## src/rtl/bm_pkg.sv

```systemverilog
// Shared encodings for the bus-master register port.
// Assumes a 16-byte window with two channels at a stride of 8 bytes.
package bm_pkg;

    // Byte selected by the two low address bits inside a register area
    typedef enum logic [1:0] {
        SEL_CMD  = 2'd0,
        SEL_MODE = 2'd1,
        SEL_STS  = 2'd2,
        SEL_TIM  = 2'd3
    } bm_sel_e;

    // Status bit positions
    localparam int STS_ACT   = 0;
    localparam int STS_ERR   = 1;
    localparam int STS_IRQ   = 2;
    localparam int STS_CAP_L = 5;
    localparam int STS_CAP_H = 6;

    // Address bit that marks the descriptor-address area
    localparam int DESC_BIT  = 2;

    // Shared mode register bits owned by this port
    localparam logic [7:0] MODE_BLK_MASK = 8'h30;

endpackage

```

## src/rtl/bm_decode.sv

```systemverilog
// Address and size decoder. It turns one access into per-channel write
// strobes plus the channel and byte select used by the read mux.
// Assumes the channel index sits directly above the descriptor bit.
module bm_decode
    import bm_pkg::*;
#(
    parameter int NUM_CH = 2,
    parameter int ADDR_W = 4,
    localparam int CH_W  = (NUM_CH > 1) ? $clog2(NUM_CH) : 1
) (
    input  logic              clk,
    input  logic              rst_n,
    input  logic              acc_valid,
    input  logic              acc_write,
    input  logic [ADDR_W-1:0] acc_addr,
    input  logic [1:0]        acc_size,
    output logic              byte_ok,
    output logic              desc_hit,
    output logic [CH_W-1:0]   chan,
    output bm_sel_e           sel,
    output logic [NUM_CH-1:0] cmd_we,
    output logic [NUM_CH-1:0] sts_we,
    output logic [NUM_CH-1:0] tim_we,
    output logic              mode_we
);

    logic wr_hit;

    // Field extraction from the address and size
    always_comb begin
        byte_ok  = (acc_size == 2'd0);
        desc_hit = acc_addr[DESC_BIT];
        chan     = acc_addr[ADDR_W-1 -: CH_W];
        sel      = bm_sel_e'(acc_addr[1:0]);
        wr_hit   = acc_valid && acc_write && byte_ok && !desc_hit;
        mode_we  = wr_hit && (sel == SEL_MODE);
    end

    // Per-channel write strobes
    for (genvar c = 0; c < NUM_CH; c++) begin : g_strb
        always_comb begin
            cmd_we[c] = wr_hit && (chan == CH_W'(c)) && (sel == SEL_CMD);
            sts_we[c] = wr_hit && (chan == CH_W'(c)) && (sel == SEL_STS);
            tim_we[c] = wr_hit && (chan == CH_W'(c)) && (sel == SEL_TIM);
        end
    end

    AST_ONE_STROBE: assert property (@(posedge clk) disable iff (!rst_n)
        $onehot0({cmd_we, sts_we, tim_we, mode_we}));
    AST_WIDE_NO_STROBE: assert property (@(posedge clk) disable iff (!rst_n)
        (acc_valid && acc_size != 2'd0) |-> ({cmd_we, sts_we, tim_we, mode_we} == '0));
    AST_DESC_NO_STROBE: assert property (@(posedge clk) disable iff (!rst_n)
        (acc_valid && acc_addr[DESC_BIT]) |-> ({cmd_we, sts_we, tim_we, mode_we} == '0));

endmodule

```

## src/rtl/bm_chan.sv

```systemverilog
// One channel's stored bytes: command, status and timing.
// Status mixes an engine-owned active flag, engine-set flags that are
// cleared by writing ones (sets win), and two read/write bits.
module bm_chan
    import bm_pkg::*;
(
    input  logic       clk,
    input  logic       rst_n,
    input  logic [7:0] wdata,
    input  logic       cmd_we,
    input  logic       sts_we,
    input  logic       tim_we,
    input  logic       ev_act_set,
    input  logic       ev_act_clr,
    input  logic       ev_err_set,
    input  logic       ev_irq_set,
    output logic [7:0] cmd_q,
    output logic [7:0] sts_q,
    output logic [7:0] tim_q
);

    logic [7:0] sts_d;

    // Next status: software write first, then engine events on top
    always_comb begin
        sts_d = sts_q;
        if (sts_we) begin
            sts_d                     = 8'h00;
            sts_d[STS_CAP_H:STS_CAP_L] = wdata[STS_CAP_H:STS_CAP_L];
            sts_d[STS_IRQ:STS_ERR]     = sts_q[STS_IRQ:STS_ERR] & ~wdata[STS_IRQ:STS_ERR];
            sts_d[STS_ACT]            = sts_q[STS_ACT];
        end
        if (ev_err_set) sts_d[STS_ERR] = 1'b1;
        if (ev_irq_set) sts_d[STS_IRQ] = 1'b1;
        if (ev_act_clr) sts_d[STS_ACT] = 1'b0;
        if (ev_act_set) sts_d[STS_ACT] = 1'b1;
    end

    // Register update for all three bytes
    always_ff @(posedge clk) begin
        if (!rst_n) begin
            cmd_q <= 8'h00;
            sts_q <= 8'h00;
            tim_q <= 8'h00;
        end else begin
            if (cmd_we) cmd_q <= wdata;
            if (tim_we) tim_q <= wdata;
            sts_q <= sts_d;
        end
    end

    AST_CMD_HOLD: assert property (@(posedge clk) disable iff (!rst_n)
        !cmd_we |=> $stable(cmd_q));
    AST_TIM_HOLD: assert property (@(posedge clk) disable iff (!rst_n)
        !tim_we |=> $stable(tim_q));
    AST_ERR_SET_WINS: assert property (@(posedge clk) disable iff (!rst_n)
        ev_err_set |=> sts_q[STS_ERR]);
    AST_ERR_W1C: assert property (@(posedge clk) disable iff (!rst_n)
        (sts_we && wdata[STS_ERR] && !ev_err_set) |=> !sts_q[STS_ERR]);
    AST_IRQ_KEEP: assert property (@(posedge clk) disable iff (!rst_n)
        (!sts_we && !ev_irq_set) |=> $stable(sts_q[STS_IRQ]));
    AST_ACT_KEEP: assert property (@(posedge clk) disable iff (!rst_n)
        (!ev_act_set && !ev_act_clr) |=> $stable(sts_q[STS_ACT]));

endmodule

```

## src/rtl/bm_reg_port.sv

```systemverilog
// Bus-master register port for two channels. It decodes the 16-byte
// window, holds per-channel bytes, reads the shared mode register live
// and returns a replacement byte when the blocking bits are written.
// Assumes reads are combinational from the current address and size.
module bm_reg_port
    import bm_pkg::*;
#(
    parameter int NUM_CH = 2,
    parameter int ADDR_W = 4,
    parameter int DATA_W = 32,
    localparam int CH_W  = (NUM_CH > 1) ? $clog2(NUM_CH) : 1
) (
    input  logic                clk,
    input  logic                rst_n,
    input  logic                acc_valid,
    input  logic                acc_write,
    input  logic [ADDR_W-1:0]   acc_addr,
    input  logic [1:0]          acc_size,
    input  logic [7:0]          acc_wdata,
    output logic [DATA_W-1:0]   rdata,
    input  logic [7:0]          mode_in,
    output logic                mode_wr_en,
    output logic [7:0]          mode_wr_data,
    input  logic [NUM_CH-1:0]   ev_act_set,
    input  logic [NUM_CH-1:0]   ev_act_clr,
    input  logic [NUM_CH-1:0]   ev_err_set,
    input  logic [NUM_CH-1:0]   ev_irq_set,
    output logic [NUM_CH*8-1:0] cmd_out,
    output logic [NUM_CH*8-1:0] timing_out
);

    logic              byte_ok;
    logic              desc_hit;
    logic [CH_W-1:0]   chan;
    bm_sel_e           sel;
    logic [NUM_CH-1:0] cmd_we, sts_we, tim_we;
    logic              mode_we;
    logic [7:0]        cmd_q [NUM_CH];
    logic [7:0]        sts_q [NUM_CH];
    logic [7:0]        tim_q [NUM_CH];
    logic [7:0]        rd_byte;
    logic [DATA_W-1:0] ones;

    bm_decode #(.NUM_CH(NUM_CH), .ADDR_W(ADDR_W)) u_dec (
        .clk      (clk),
        .rst_n    (rst_n),
        .acc_valid(acc_valid),
        .acc_write(acc_write),
        .acc_addr (acc_addr),
        .acc_size (acc_size),
        .byte_ok  (byte_ok),
        .desc_hit (desc_hit),
        .chan     (chan),
        .sel      (sel),
        .cmd_we   (cmd_we),
        .sts_we   (sts_we),
        .tim_we   (tim_we),
        .mode_we  (mode_we)
    );

    for (genvar c = 0; c < NUM_CH; c++) begin : g_ch
        bm_chan u_ch (
            .clk       (clk),
            .rst_n     (rst_n),
            .wdata     (acc_wdata),
            .cmd_we    (cmd_we[c]),
            .sts_we    (sts_we[c]),
            .tim_we    (tim_we[c]),
            .ev_act_set(ev_act_set[c]),
            .ev_act_clr(ev_act_clr[c]),
            .ev_err_set(ev_err_set[c]),
            .ev_irq_set(ev_irq_set[c]),
            .cmd_q     (cmd_q[c]),
            .sts_q     (sts_q[c]),
            .tim_q     (tim_q[c])
        );
        assign cmd_out[c*8 +: 8]    = cmd_q[c];
        assign timing_out[c*8 +: 8] = tim_q[c];
    end

    // Mode write-back: replace only the blocking bits
    always_comb begin
        mode_wr_en   = mode_we;
        mode_wr_data = (mode_in & ~MODE_BLK_MASK) | (acc_wdata & MODE_BLK_MASK);
    end

    // Read mux: width-sized all-ones for wide accesses, byte otherwise
    always_comb begin
        case (acc_size)
            2'd0:    ones = DATA_W'(8'hFF);
            2'd1:    ones = DATA_W'(16'hFFFF);
            default: ones = '1;
        endcase
        case (sel)
            SEL_CMD:  rd_byte = cmd_q[chan];
            SEL_MODE: rd_byte = mode_in;
            SEL_STS:  rd_byte = sts_q[chan];
            default:  rd_byte = tim_q[chan];
        endcase
        if (!byte_ok || desc_hit) rdata = ones;
        else                      rdata = DATA_W'(rd_byte);
    end

    AST_MODE_KEEP_OTHERS: assert property (@(posedge clk) disable iff (!rst_n)
        mode_wr_en |-> ((mode_wr_data & ~MODE_BLK_MASK) == (mode_in & ~MODE_BLK_MASK)));
    AST_MODE_ONLY_ON_WRITE: assert property (@(posedge clk) disable iff (!rst_n)
        mode_wr_en |-> (acc_valid && acc_write && acc_size == 2'd0));
    AST_RESET_CLEAN: assert property (@(posedge clk)
        $rose(rst_n) |-> (cmd_out == '0 && timing_out == '0));

endmodule

```

## config.mk

```make
export PLATFORM = sky130hd
export DESIGN_NAME = bm_reg_port
export DESIGN_NICKNAME = d
export VERILOG_FILES = /design/src/rtl/bm_pkg.sv /design/src/rtl/bm_decode.sv /design/src/rtl/bm_chan.sv /design/src/rtl/bm_reg_port.sv
export SDC_FILE = /design/constraint.sdc
export NUM_CORES = 1
export LEC_CHECK = 0
export BUFFER_PORTS_ARGS = -buffer_cell sky130_fd_sc_hd__buf_2
export CAP_MARGIN = 20
export CORE_MARGIN = 1
export CORE_UTILIZATION = 40
export DETAILED_ROUTE_END_ITERATION = 7
export GPL_TIMING_DRIVEN = 0
export PLACE_DENSITY = 0.66
export SLEW_MARGIN = 10
export SYNTH_ARGS = -nofsm -noshare
export SYNTH_HDL_FRONTEND = slang
export SYNTH_SLANG_ARGS = --single-unit
export TNS_END_PERCENT = 30
```

## constraint.sdc

```tcl
create_clock -name clk -period 1.35 [get_ports clk]
set_input_delay 0.0675 -clock clk [delete_from_list [all_inputs] [get_ports clk]]
set_output_delay 0.0675 -clock clk [all_outputs]
set_load 0.01 [all_outputs]
```

==> results by group, run 1 <==
Place
  – Dpl hpwl: 4770 um
  – Final Wtd Congestion: 0.766
  – Number of port buffers: 103
  – Setup WS pre-CTS: 22.0 ps

Logic synthesis
  – Netlist cell types: 31
  – Syn Inst Count: 244
  – Mean Syn Cell Area: 9.55 um2
  – Mapped cell area: 2330 um2
  – Seq cells post-synth: 42
  – Main area contributors after synthesis: dfxtp_1, mux2i_1, buf_4
  – Yosys top cell by area: dfxtp_1
  – Post-synthesis async set-or-reset flop share: 0%
  – Ys Warns: 0
  – Sequential share of the synthesized area: 36.1%
  – Yosys top cell area share: 36.1%
  – Syn nets: 278
  – Post-synth EDFFs: 0
  – Dominant synthesized flop cell: dfxtp_1

Worst setup path
  – CP Launch Type: flip-flop
  – Worst setup EP type: primary output
  – Critical path buffer and inverter count: 1
  – CP peak stage delay: 320 ps
  – Slowest CP cell: dfxtp_2
  – Critical path's top delay family: multiplexers
  – CP arrival: 1330 ps
  – Crit-path max FO: 2
  – Crit Path Class: flip-flop to primary output
  – Cell Chain, Critical Path: mux2_1 -> mux2i_1 -> o221ai_1 -> buf_2
  – WP data required: 1280 ps

Floorplan
  – Starting density of the core: 41.8%
  – Io pins: 107
  – Die X: 78.3 um
  – Core area: 5570 um2
  – Row cnt: 27
  – Die footprint: 6130 um2
  – Die H: 78.3 um

Finish
  – Nets: 395
  – Proportion of layout cells with a drive suffix above 1: 49.4%
  – Fill cells: 536
  – Most frequent cells in the layout: buf_2, nand2_1, mux2i_1
  – Leading cell type in the layout, fill and taps excluded: buf_2
  – Number of diodes: 0
  – P&R area growth vs syn: 35.0%

Status
  – Violated checks: setup timing
  – Run status: finished with violations

Clock tree
  – Clk_lat worst skew: 300 ps
  – H-tree depth: 2
  – CTS root buf: clkbuf_8
  – Clock buffer count from CTS: 5
  – Clk sink count: 42
  – Maximum clock path buffer count: 2
  – Clk slew on worst S/H paths: 80 ps
  – CTS tree: built

Drt
  – Drt drc: 0
  – Total wire length: 6630 um
  – Routed WL per cell: 15.3 um
  – 1st-iter DRT viols: 104
  – Post-route ant nets: 0
  – Vias per inst: 4.91
  – Vias post-DR: 2129
  – Drt pass-1 iters: 4

STA
  – Fmax achieved: 713 MHz
  – Worst setup margin: -51.6 ps
  – RSZ-0062 raised after global routing: yes
  – Min cycle time layout: 1400 ps
  – Period utilisation layout: 104%
  – Worst hold slack: 15.1 ps
  – Worst Max-Slew Pin Slew: 610 ps
  – Final Hold Vio Count: 0
  – Worst Skew: 0 ps
  – Setup violators final: 7
  – Max Transition Viols Final: 0
  – Rel. slew slack: 59.3%
  – Setup TNS: -211 ps

Global route
  – Initial antenna violation count: 0
  – Tot GR Track Use: 22.4%
  – First-pass GRT wire length: 10400 um
  – GRT overflow: 0
  – Vias in the first global route: 2047
  – Largest net degree at the start of global routing: 17

Power and ir drop
  – Max VDD drop: 591 uV
  – Pleak: 1.69 nW
  – Total power: 2.72 mW
  – PwrDens: 864 nW/um2

Job
  – Max_cap viols: 0

Worst hold path
  – Min-delay worst type: input port to flip-flop
## routing by layer
layer  vias up  GRT usage [%]  part of all wire (%)
li1       1059              -                     -
met3         8           5.47                   5.2
met5         -              0                     0
met1      1000           28.6                    46
met4         0           6.30                   1.3
met2        62           37.5                    47
## synthesized netlist by cell type, types with 4 or more instances
cell type,instances
inv_1,6
nor2b_1,4
buf_4,30
mux2_2,5
mux2i_1,45
clkbuf_1,8
a21oi_1,6
o211ai_1,5
a31oi_1,4
dfxtp_1,42
mux2_4,5
o21ai_0,4
a22oi_1,5
nand2_1,45
nand3_4,4
## stage by stage
stage	util, %	area, um2	cells
floorplan	-	2330	244
global placement	52.7	2940	419
detailed placement	52.7	2940	419
CTS	56.4	3140	434
global route	56.4	3150	434
finish	56.4	3150	434
## logic make-up after synthesis
| group | after synthesis | share of synthesized area (%) |
|---|---|---|
| AOI/OAI and AO/OA | 31 | 8.81 |
| buffers and inverters | 49 | 13.5 |
| DFF | 42 | 36.1 |
| muxes | 57 | 25.9 |
| and+or+nand+nor | 65 | 15.6 |
## power by group
part           internal (mW)  switching (mW)
clock                  0.552           0.467
sequential              1.25         0.00724
combinational          0.207           0.232
## final timing paths
kind	depth (start not counted)	slack, ps	start	end
max	4	-50	g_ch[1].u_ch.cmd_q[3]	rdata[3]
min	3	20	ev_irq_set[0]	g_ch[0].u_ch.sts_q[2]
max reg2reg	2	640	g_ch[0].u_ch.sts_q[0]	g_ch[0].u_ch.sts_q[0]
min reg2reg	2	470	g_ch[0].u_ch.sts_q[5]	g_ch[0].u_ch.sts_q[5]
## flip-flops by register name, indices dropped and copies added (netlist names)
name,count
g_ch.u_ch.tim_q,16
g_ch.u_ch.cmd_q,16
g_ch.u_ch.sts_q,10
## worst register-to-register path, stage by stage, from the launching register on
cell and delay [ps]:
dfxtp_2 330, nor2b_1 130, o21a_1 160
## cell type report
type	instances	area, um2	share of cell area, %
Clock inverter	2	37.5	1.19
Clock buffer	6	72.6	2.31
Multi-Input combinational cell	153	1200	38.3
Tap cell	72	90.1	2.86
Buffer	43	293	9.31
Timing Repair Buffer	110	578	18.4
Inverter	6	22.5	0.716
Sequential cell	42	847	26.9
## timing repair
| item | 4_1_cts | 5_1_grt |
|---|---|---|
| hold buffers | 4 | 0 |
| gates resized for setup | 11 | 1 |
| buffers inserted | 3 | 0 |
| endpoints found under the hold margin | 6 | 0 |
| endpoints found under the setup margin | 7 | 9 |
| cloned | 0 | 0 |
| pin swaps | 7 | 4 |
(Power assumes the default switching activity.)
==> run 2, diff against run 1 <==
Settings changed: PLACE_DENSITY 0.66 to 0.68, RECOVER_POWER from default to 25.
Clock period 1.35 ns to 1.8 ns, I/O delays scaled along.
==> results by group, run 2 (same netlist as run 1, synthesis figures left out) <==
STA
  – Max Transition Viols Final: 0
  – Period utilisation layout: 80.1%
  – Final Hold Vio Count: 0
  – RSZ-0062 raised after global routing: no
  – Min cycle time layout: 1440 ps
  – Rel. slew slack: 53.2%
  – Worst Max-Slew Pin Slew: 701 ps
  – Fmax achieved: 694 MHz
  – Worst Skew: 0 ps
  – Setup TNS: 0 ps
  – Setup violators final: 0

Finish
  – Top flop regs: g_ch.u_ch.cmd_q x16, g_ch.u_ch.tim_q x16, g_ch.u_ch.sts_q x10
  – Fin cells: 429
  – P&R area growth vs syn: 29.5%
  – Nets: 390
  – Number of diodes: 0
  – Proportion of layout cells with a drive suffix above 1: 38.9%
  – Leading cell type in the layout, fill and taps excluded: buf_2
  – Most frequent cells in the layout: buf_2, nand2_1, mux2i_1
  – Final Util: 54.1%

Global route
  – Tot GR Track Use: 20.3%
  – Largest net degree at the start of global routing: 17
  – First-pass GRT wire length: 9460 um
  – Initial antenna violation count: 0
  – Vias in the first global route: 1859
  – GRT overflow: 0

Clock tree
  – Hold-fix buffers, CTS: 2
  – Maximum clock path buffer count: 2
  – H-tree depth: 2
  – CTS tree: built
  – Clk sink count: 42
  – Clock buffer count from CTS: 5
  – PostCTS Resize Cnt: 0
  – CTS root buf: clkbuf_8
  – Post-CTS setup buffers: 0
  – Clk slew on worst S/H paths: 80 ps
  – Clk_lat worst skew: 290 ps

Place
  – Final Wtd Congestion: 0.781
  – DP Cell Count: 419
  – Number of port buffers: 103
  – Dpl hpwl: 4500 um

Drt
  – Drt pass-1 iters: 4
  – Drt drc: 0
  – 1st-iter DRT viols: 85
  – Post-route ant nets: 0
  – Vias post-DR: 2094
  – Routed WL per cell: 14.4 um
  – Total wire length: 6160 um
  – Vias per inst: 4.88

Worst setup path
  – Crit Path Class: input port to primary output
  – WP data required: 1710 ps
  – Crit-path most repeated cell: clkbuf_1
  – Capture point of the worst reg-to-reg path: g_ch[1].u_ch.sts_q[0]
  – Cell Chain, Critical Path: clkbuf_1 -> nor2b_1 -> clkbuf_1 -> a22oi_1 -> o211ai_1 -> buf_2
  – CP arrival: 1350 ps
  – Crit path from: acc_addr[1]
  – Worst setup EP type: primary output
  – Slowest CP cell: clkbuf_1
  – CP peak stage delay: 360 ps
  – CP Launch Type: input port
  – FF-to-FF setup slack: 1110 ps
  – RR Startpoint: g_ch[1].u_ch.sts_q[0]
  – Crit-path max FO: 9
  – Reg2Reg Depth: 2

Power and ir drop
  – Max VDD drop: 364 uV
  – Pleak: 1.56 nW
  – PwrDens: 625 nW/um2
  – Total power: 1.89 mW

Floorplan
  – Die X: 78.3 um
  – Die H: 78.3 um
  – Io pins: 107
  – Die footprint: 6130 um2
  – Starting density of the core: 41.8%
  – Row cnt: 27
  – Core area: 5570 um2

Worst hold path
  – Hold Path Origin: acc_wdata[1]
  – Hold Path End: g_ch[1].u_ch.sts_q[1]
  – Hold path cells: 2
  – Min-delay worst type: input port to flip-flop

Status
  – Run status: finished, final reports clean

Job
  – Max_cap viols: 0
## run 2: changes by cell type in the layout (fill, tap and decap cells not counted), moves of 2 or more
cell           delta
buf_2            -26
a22oi_1           +5
dlygate4sd3_1     -2
clkbuf_1         +25
dfxtp_1           +5
a22oi_2           -5
dfxtp_2           -5
buf_4             -3
## run 2: metrics by stage
step | hold WS (ps) | setup slack (ps) | instance area (um2)
6_report | 15.9 | 359 | 3020
5_1_grt | 21.0 | 256 | 3020
4_1_cts | 6.35 | 349 | 3050
3_5_place_dp | 305 | 406 | 2940
3_3_place_gp | 303 | 400 | 2940
2_1_floorplan | 191 | 723 | 2330
## run 2: where the power goes
group,switching (mW),total [mW],internal [mW]
sequential,0.00558,0.945,0.939
combinational,0.168,0.314,0.146
clock,0.318,0.627,0.308
## run 2: final cells by class
type / instances / area (um2)
plain buffers: 43 / 292
clock inverters: 2 / 12.5
repair buffers: 105 / 504
well taps: 72 / 90.1
flip-flops and latches: 42 / 841
fillers: 522 / 2560
clock buffers: 6 / 82.6
multi-input cells: 153 / 1170
inverters: 6 / 22.5
## run 2: how the worst max path moves through the flow
stage / cells past startpoint / endpoint
final: 6 / rdata[5]
after global routing: 6 / rdata[5]
after CTS: 4 / rdata[4]
after detailed placement: 5 / rdata[5]
after global placement: 5 / rdata[5]
after floorplan: 5 / rdata[0]
## run 2: critical path: cells and delay by family
family	cells	cell delay, ps
buffers and inverters	3	790
AO/OA/AOI/OAI	2	300
AND/OR/NAND/NOR	1	180
## run 2: routing by layer
metal / share of wire, % / global-route usage, % / vias up
li1: - / - / 1052
met1: 46 / 28.4 / 946
met2: 45 / 31.8 / 92
met3: 7.6 / 3.37 / 4
met4: 0.78 / 6.11 / 0
met5: 0 / 0 / -
==> run 3, diff against run 2 <==
Clock period 1.8 ns to 1.4 ns, I/O delays scaled along.
==> results by group, run 3 (same netlist as run 1, synthesis figures left out) <==
Finish
  – Reg area: 852 um2
  – Most frequent cells in the layout: buf_2, nand2_1, mux2i_1
  – Top flop regs: g_ch.u_ch.cmd_q x16, g_ch.u_ch.tim_q x16, g_ch.u_ch.sts_q x10
  – P&R area growth vs syn: 34.2%
  – Fill cells: 511
  – Proportion of layout cells with a drive suffix above 1: 48.9%
  – Area of the multi-input gates: 1210 um2
  – Leading cell type in the layout, fill and taps excluded: buf_2
  – Nets: 395
  – Number of diodes: 0

Global route
  – GRT Max-Usage Layer: met2
  – Initial antenna violation count: 0
  – Tot GR Track Use: 20.6%
  – Met3 Use GR: 3.37%
  – First-pass GRT wire length: 9560 um
  – Met1 usage: 28.4%
  – GRT overflow: 0
  – Vias in the first global route: 1890
  – Largest net degree at the start of global routing: 17
  – GR Util met2: 32.8%

Worst setup path
  – Crit Path Class: flip-flop to primary output
  – WP data required: 1330 ps
  – CP endpoint: rdata[2]
  – RR Startpoint: g_ch[1].u_ch.cmd_q[3]
  – CP peak stage delay: 310 ps
  – Cell Chain, Critical Path: mux2_4 -> a22oi_2 -> o211ai_1 -> buf_2
  – Crit-path max FO: 2
  – Slowest CP cell: dfxtp_1
  – Capture point of the worst reg-to-reg path: g_ch[1].u_ch.cmd_q[3]
  – Worst setup EP type: primary output
  – Levels on crit path: 4
  – Crit path from: g_ch[0].u_ch.sts_q[2]
  – CP arrival: 1320 ps
  – Reg2Reg Depth: 3
  – FF-to-FF setup slack: 680 ps
  – Critical path buffer and inverter count: 1
  – CP Launch Type: flip-flop
  – Critical path's top delay family: flip-flops

Floorplan
  – Die footprint: 6130 um2
  – Die H: 78.3 um
  – Core area: 5570 um2
  – Die X: 78.3 um
  – Row cnt: 27
  – Io pins: 107
  – Starting density of the core: 41.8%

STA
  – Period utilisation layout: 99.1%
  – RSZ-0062 raised after global routing: yes
  – Worst hold slack: 11.3 ps
  – Worst Skew: 0 ps
  – Fmax achieved: 721 MHz
  – Setup violators final: 0
  – Final Hold Vio Count: 0
  – Worst setup margin: 12.7 ps
  – Worst Max-Slew Pin Slew: 619 ps
  – Min cycle time layout: 1390 ps
  – Max Transition Viols Final: 0
  – Rel. slew slack: 58.7%

Status
  – Run status: finished, final reports clean

Drt
  – Drt drc: 0
  – Total wire length: 6240 um
  – Routed WL per cell: 14.4 um
  – Post-route ant nets: 0
  – Vias per inst: 4.93
  – Vias post-DR: 2141
  – 1st-iter DRT viols: 116
  – Drt pass-1 iters: 4

Clock tree
  – Clk sink count: 42
  – Clk slew on worst S/H paths: 80 ps
  – CTS tree: built
  – Maximum clock path buffer count: 2
  – Clock buffer count from CTS: 5
  – CTS root buf: clkbuf_8
  – Clk_lat worst skew: 290 ps
  – H-tree depth: 2

Place
  – Final Wtd Congestion: 0.781
  – Setup WS pre-CTS: 45.5 ps
  – Dpl hpwl: 4500 um
  – Number of port buffers: 103

Job
  – Max_cap viols: 0

Power and ir drop
  – Max VDD drop: 441 uV
  – PwrDens: 779 nW/um2
  – Pleak: 1.67 nW
  – Total power: 2.44 mW

Worst hold path
  – Min-delay worst type: input port to flip-flop
## run 3: power by group
| group | internal (mW) | switching (mW) | leakage [nW] |
|---|---|---|---|
| sequential | 1.21 | 0.00710 | 0.344 |
| combinational | 0.193 | 0.221 | 1.28 |
| clock | 0.396 | 0.408 | 0.0472 |
| total | 1.80 | 0.637 | 1.67 |
## run 3: how the worst min path moves through the flow
| stage | from | to | cells after the start |
|---|---|---|---|
| floorplan | acc_wdata[1] | g_ch[0].u_ch.sts_q[1] | 1 |
| global placement | ev_act_set[0] | g_ch[0].u_ch.sts_q[0] | 2 |
| detailed placement | ev_act_set[0] | g_ch[0].u_ch.sts_q[0] | 2 |
| CTS | acc_wdata[2] | g_ch[1].u_ch.sts_q[2] | 2 |
| global route | acc_wdata[2] | g_ch[1].u_ch.sts_q[2] | 2 |
| finish | acc_wdata[2] | g_ch[0].u_ch.sts_q[2] | 2 |
## run 3: repair_timing
| action | CTS | global route |
|---|---|---|
| buffers inserted | 2 | 2 |
| hold buffers | 3 | 0 |
| endpoints found under the setup margin | 5 | 9 |
| endpoints found under the hold margin | 4 | 0 |
| pin swaps | 1 | 8 |
| resized for setup | 6 | 12 |
## run 3: worst reg2reg max path, cell delays in order, from the launching register on
cell	delay, ps
dfxtp_1	370
buf_4	120
nand2_1	40
mux2i_1	130
## run 3: cell type report
cell class / count / area share, %
flip-flops and latches: 42 / 27.3
multi-input cells: 153 / 38.7
clock buffers: 6 / 2.64
repair buffers: 110 / 18.1
plain buffers: 43 / 9.33
inverters: 6 / 0.721
clock inverters: 2 / 0.400
well taps: 72 / 2.88
## run 3: routing by layer
| layer | vias up | wire [um] | part of all wire (%) |
|---|---|---|---|
| li1 | 1062 | - | - |
| met1 | 978 | 2850 | 46 |
| met2 | 94 | 2860 | 46 |
| met3 | 7 | 466 | 7.5 |
| met4 | 0 | 66 | 1.1 |
| met5 | - | 0 | 0 |
## run 3: stage by stage
| step | util (%) | TNS [ps] | cells | instance area [um2] |
|---|---|---|---|---|
| floorplan | - | 0 | 244 | 2330 |
| global route | 56.1 | -174 | 434 | 3130 |
| global placement | 52.7 | 0 | 419 | 2940 |
| detailed placement | 52.7 | 0 | 419 | 2940 |
| CTS | 55.6 | -10.4 | 432 | 3100 |
| finish | 56.1 | 0 | 434 | 3130 |
